$ cat src/rtl/cmpch_pkg.sv
package cmpch_pkg;

    typedef struct packed {
        logic       imm_en;
        logic       pre_en;
        logic       clr_en;
        logic [3:0] mode;
    } cfg_t;

    localparam int CFG_W = $bits(cfg_t);

    localparam logic [3:0] MODE_PWM1 = 4'b0110;
    localparam logic [3:0] MODE_PWM2 = 4'b0111;

    localparam logic [1:0] ADDR_CFG = 2'd0;
    localparam logic [1:0] ADDR_CMP = 2'd1;

    function automatic logic is_pwm(input logic [3:0] m);
        return (m == MODE_PWM1) || (m == MODE_PWM2);
    endfunction

endpackage

$ cat src/rtl/cmpch_sync.sv
module cmpch_sync #(
    parameter int STAGES = 2
) (
    input  logic clk,
    input  logic rst_n,
    input  logic din,
    output logic dout
);
    typedef struct packed {
        logic [STAGES-1:0] sh;
    } st_t;

    st_t st_d, st_q;

    always_comb begin
        st_d = st_q;
        if (STAGES > 1) begin
            st_d.sh = {st_q.sh[STAGES-2:0], din};
        end else begin
            st_d.sh = din;
        end
    end

    always_ff @(posedge clk or negedge rst_n) begin
        if (!rst_n) st_q <= '0;
        else        st_q <= st_d;
    end

    assign dout = st_q.sh[STAGES-1];
endmodule

$ cat src/rtl/cmpch_regs.sv
module cmpch_regs
    import cmpch_pkg::*;
#(
    parameter int CNT_W = 16
) (
    input  logic             clk,
    input  logic             rst_n,
    input  logic             wr_en,
    input  logic [1:0]       wr_addr,
    input  logic [CNT_W-1:0] wr_data,
    input  logic             upd_evt,
    output cfg_t             cfg,
    output logic [CNT_W-1:0] cmp_buf,
    output logic [CNT_W-1:0] cmp_act
);
    typedef struct packed {
        cfg_t             cfg;
        logic [CNT_W-1:0] bufv;
        logic [CNT_W-1:0] act;
    } st_t;

    st_t st_d, st_q;

    always_comb begin
        st_d = st_q;
        // update moves the buffer as it stood before this cycle's write
        if (upd_evt && st_q.cfg.pre_en) begin
            st_d.act = st_q.bufv;
        end
        if (wr_en && (wr_addr == ADDR_CFG)) begin
            st_d.cfg = cfg_t'(wr_data[CFG_W-1:0]);
        end
        if (wr_en && (wr_addr == ADDR_CMP)) begin
            st_d.bufv = wr_data;
            if (!st_q.cfg.pre_en) begin
                st_d.act = wr_data;
            end
        end
    end

    always_ff @(posedge clk or negedge rst_n) begin
        if (!rst_n) st_q <= '0;
        else        st_q <= st_d;
    end

    assign cfg     = st_q.cfg;
    assign cmp_buf = st_q.bufv;
    assign cmp_act = st_q.act;
endmodule

$ cat src/rtl/cmpch_refgen.sv
module cmpch_refgen
    import cmpch_pkg::*;
#(
    parameter int CNT_W = 16
) (
    input  logic             clk,
    input  logic             rst_n,
    input  cfg_t             cfg,
    input  logic [CNT_W-1:0] cnt,
    input  logic [CNT_W-1:0] cmp_act,
    input  logic             wrap_evt,
    input  logic             trig_evt,
    input  logic             clr_s,
    output logic             ref_out
);
    typedef struct packed {
        logic forced;
        logic refv;
    } st_t;

    st_t  st_d, st_q;
    logic below;
    logic pwm1;
    logic pwm2;

    always_comb begin
        st_d  = st_q;
        below = (cnt < cmp_act);
        pwm1  = (cfg.mode == MODE_PWM1);
        pwm2  = (cfg.mode == MODE_PWM2);

        // force state: trigger beats wrap, dropped outside PWM modes
        if (!is_pwm(cfg.mode) || !cfg.imm_en) begin
            st_d.forced = 1'b0;
        end else if (trig_evt) begin
            st_d.forced = 1'b1;
        end else if (wrap_evt) begin
            st_d.forced = 1'b0;
        end

        if (cfg.clr_en && clr_s) begin
            st_d.refv = 1'b0;
        end else if (pwm1) begin
            st_d.refv = st_d.forced ? 1'b1 : below;
        end else if (pwm2) begin
            st_d.refv = st_d.forced ? 1'b0 : !below;
        end else begin
            st_d.refv = 1'b0;
        end
    end

    always_ff @(posedge clk or negedge rst_n) begin
        if (!rst_n) st_q <= '0;
        else        st_q <= st_d;
    end

    assign ref_out = st_q.refv;
endmodule

$ cat src/rtl/cmp_chan_out.sv
module cmp_chan_out
    import cmpch_pkg::*;
#(
    parameter int CNT_W       = 16,
    parameter int SYNC_STAGES = 2
) (
    input  logic             clk,
    input  logic             rst_n,
    input  logic [CNT_W-1:0] cnt,
    input  logic             wrap_evt,
    input  logic             upd_evt,
    input  logic             trig_evt,
    input  logic             ext_clr,
    input  logic             wr_en,
    input  logic [1:0]       wr_addr,
    input  logic [CNT_W-1:0] wr_data,
    input  logic [1:0]       rd_addr,
    output logic [CNT_W-1:0] rd_data,
    output logic             ref_out
);
    cfg_t             cfg;
    logic [CNT_W-1:0] cmp_buf;
    logic [CNT_W-1:0] cmp_act;
    logic             clr_s;

    cmpch_sync #(.STAGES(SYNC_STAGES)) u_sync (
        .clk  (clk),
        .rst_n(rst_n),
        .din  (ext_clr),
        .dout (clr_s)
    );

    cmpch_regs #(.CNT_W(CNT_W)) u_regs (
        .clk    (clk),
        .rst_n  (rst_n),
        .wr_en  (wr_en),
        .wr_addr(wr_addr),
        .wr_data(wr_data),
        .upd_evt(upd_evt),
        .cfg    (cfg),
        .cmp_buf(cmp_buf),
        .cmp_act(cmp_act)
    );

    cmpch_refgen #(.CNT_W(CNT_W)) u_ref (
        .clk     (clk),
        .rst_n   (rst_n),
        .cfg     (cfg),
        .cnt     (cnt),
        .cmp_act (cmp_act),
        .wrap_evt(wrap_evt),
        .trig_evt(trig_evt),
        .clr_s   (clr_s),
        .ref_out (ref_out)
    );

    always_comb begin
        case (rd_addr)
            ADDR_CFG: rd_data = CNT_W'(cfg);
            ADDR_CMP: rd_data = cmp_buf;
            default:  rd_data = '0;
        endcase
    end
endmodule

$ cat config.mk
export PLATFORM = sky130hd
export DESIGN_NAME = cmp_chan_out
export DESIGN_NICKNAME = d
export VERILOG_FILES = /design/src/rtl/cmpch_pkg.sv /design/src/rtl/cmpch_sync.sv /design/src/rtl/cmpch_regs.sv /design/src/rtl/cmpch_refgen.sv /design/src/rtl/cmp_chan_out.sv
export SDC_FILE = /design/constraint.sdc
export NUM_CORES = 1
export LEC_CHECK = 0
export BUFFER_PORTS_ARGS = -buffer_cell sky130_fd_sc_hd__buf_2
export CAP_MARGIN = 20
export CORE_UTILIZATION = 45
export DETAILED_ROUTE_END_ITERATION = 16
export PLACE_DENSITY = 0.78
export SLEW_MARGIN = 40
export SYNTH_ARGS = -nofsm -noshare
export SYNTH_HDL_FRONTEND = slang
export SYNTH_SLANG_ARGS = --single-unit
$ cat constraint.sdc
create_clock -name clk -period 2.5 [get_ports clk]
set_clock_uncertainty 0.2 [all_clocks]
set_input_delay 0 -clock clk [delete_from_list [all_inputs] [get_ports clk]]
set_output_delay 0 -clock clk [all_outputs]
set_load 0.01 [all_outputs]
==> impl_results.md <==
- Crit. End Element: register
- RSZ-0062 raised after global routing: no
- Worst Tran Pin Value: 0.7171 ns
- Final worst setup slack: 0.4642 ns
- Slew headroom: 0.5209
- Status: finished, final reports clean
- GRT Total Usage: 0.2098
- M3 GR Usage: 0.03523
- Seq pwr share: 0.463
- Main combinational cell family by area after synthesis: multiplexers
- Clk pwr share: 0.232
- Max Root-Sink Buffers: 2
- Compound-Gate Fraction of Synth Area: 0.08240
- Area leader, netlist: dfrtp_1
- DP HPWL: 3668 um
- Placement Rows: 25
- CTS tree: done
- Final max-slew violation count: 0
- Crit Path Max Fanout: 7
- CP required: 2.48 ns
- Hold Path Class: in2async
- Post-Syn Area per Cell: 11.05 um2
- Crit start category: input port
- Arr. time, crit path: 2.01 ns
- Mux share of post-synthesis cell area: 0.2121
- Worst-path clk slew: 0.08 ns
- Fin crit share: 0.8143
- Most common cell after layout, fill and taps aside: buf_2
- Initial antenna violation count: 0
- Yosys cell types: 32
- Routability cong.: 0.7957
- Die width: 74.32 um
- Seq cells post-synth: 43
- Final setup viols: 0
- Gr busiest metal: met2
- Die ar.: 0.005523 mm2
- Place WS: 0.5507 ns
- Core Region: 0.004880 mm2
- Fmax: 491.2 MHz
- Post-CTS Resized: 0
- Via density: 5.066
- Initial core utilization: 0.4823
- Synthesized net count: 271
- Final Hold Fails: 0
- Ant. Diodes: 0
- First-pass GRT wire length: 8487 um
- Pwr/cell area: 695.4 mW/mm2
- Largest net degree at the start of global routing: 44
- Via Count: 1839
- I/O pin count: 60
- Top cells by area, synth: dfrtp_1 46%, mux2_1 11%, mux2i_1 10%
- Clock Root Buffer: clkbuf_8
- Gr ovfl total: 0
- Post-Synth XOR/XNOR Area: 0.003721
- Switching share of power: 0.3198
- Met2 Track Usage GR: 0.3495
- Simple-Gate Fraction of Synth Area: 0.1212
- Max Cap Violations: 0
- Synth top area share: 0.4572
- Final core occ: 0.6210
- Setup CP Type: in2reg
- First drt pass iteration count: 4
- DRC Markers: 0
- TritonCTS Sinks: 43
- Pleak: 1.575 nW
- Switching pwr: 0.0006739 W
- Final ANT Viol Nets: 0
- Post-Syn Area: 0.002354 mm2
- H-tree depth: 2
- Area grow syn2layout: 28.76%
- Peak supply drop: 0.4133 mV
- Comb pwr share: 0.305
- Cells after Synth: 213
- Period minus WS final: 2.036 ns
- Latest clock arrival within the worst-skew pair: 0.30 ns
- GR Util met1: 0.2674
- Total Nets Final: 353
- Cell-internal power: 0.001433 W
- Vias in the first global route: 1832
- Initial DRC Count: 71
- Ys flop type: dfrtp_1
- Final Routed Wirelength: 5242 um
- Sequential-to-total area share from yosys stat: 0.4572
- Num CTS Buffers: 5
- FFs w/ async S/R, synth: 1.000
- Most frequent cells in the layout: 58 x buf_2, 43 x dfrtp_1, 24 x mux2i_1
- Wire per inst: 14.44 um
- Port-buffer cells: 59
- Synth Area in Adders: 0.07974
- Post-synth EDFFs: 0
- Layout cell share with drive strength beyond 1: 0.2500
- Chip Height: 74.32 um
- Setup_tns: 0 ns
- Syn. warnings: 0
## critical path, stage by stage
cell and delay, ns:
dlygate4sd3_1 0.53, buf_2 0.14, nor3b_4 0.17, dlygate4sd3_1 0.80, mux2_1 0.37
## final cells by class
cell class | count | area (um2)
clock buffer | 8 | 100.1
fill | 423 | 1849
inverter | 18 | 67.56
multi-input combinational | 145 | 1177
sequential | 43 | 1076
tap | 67 | 83.83
timing repair buffer | 82 | 525.5
## cells in the mapped netlist, drive strengths merged, types with 2 or more instances
cell type  number
or3             2
and2            9
buf             6
nand4           3
dfrtp          43
mux2i          24
nor2            9
nor2b           2
ha             15
mux2           23
inv            18
a21oi           3
nor3            3
o21ai          20
nand2          20
## per-layer routing
metal / vias to the layer above / part of all wire
met3: 11 / 0.040
met1: 884 / 0.44
met2: 46 / 0.50
met5: - / 0
li1: 898 / -
met4: 0 / 0.023
## logic make-up after synthesis
group                      Yosys count
and+or+nand+nor                     52
muxes                               47
AOI/OAI and AO/OA                   30
xor gates and xnor gates             1
adders and majority gates           15
DFF                                 43
buffers and inverters               25
## registers in the layout, indices dropped and copies added (netlist names)
register and count:
u_ref.ref_out 1, u_ref.st_q 1, u_regs.cfg 7, u_regs.cmp_act 16, u_regs.cmp_buf 16, u_sync.st_q 2
## metrics by stage
step                hold WS (ns)  instances  cell area, um2  power, W
floorplan                -0.4956        213            2354  0.001407
global placement        -0.08829        333            2708  0.001568
detailed placement       -0.1743        333            2710  0.001614
CTS                      0.03778        363            3030  0.002119
global route             0.05025        363            3030  0.002247
finish                   0.01871        363            3030  0.002107
## power groups by stage
| stage | registers, W | clock network (W) | logic (W) |
|---|---|---|---|
| 3_5_place_dp | 0.000990 | 0 | 0.000624 |
| 2_1_floorplan | 0.000953 | 0 | 0.000454 |
| 4_1_cts | 0.000975 | 0.000490 | 0.000653 |
| 3_3_place_gp | 0.000980 | 0 | 0.000588 |
| 5_1_grt | 0.000998 | 0.000515 | 0.000733 |
| 6_report | 0.000975 | 0.000489 | 0.000643 |
## what timing repair did
action | 4_1_cts | 5_1_grt
endpoints found under the hold margin | 84 | 0
hold buffers | 22 | 0
setup buffers | 0 | 0
## final timing paths
check	from	endpoint	slack, ns	cells after the start
worst min-delay path	rst_n	u_regs.cfg[1]	0.02	2
worst max register to register	u_regs.cmp_act[9]	u_ref.ref_out	0.55	7
worst max-delay path	wr_addr[1]	u_regs.cfg[0]	0.46	5
min in group clk	cnt[7]	u_ref.ref_out	0.03	5
worst min register to register	u_sync.st_q[0]	u_sync.st_q[1]	0.15	0
max in group asynchronous	rst_n	u_regs.cmp_act[13]	1.69	2
Note: power is estimated with default switching activity, not from simulation.
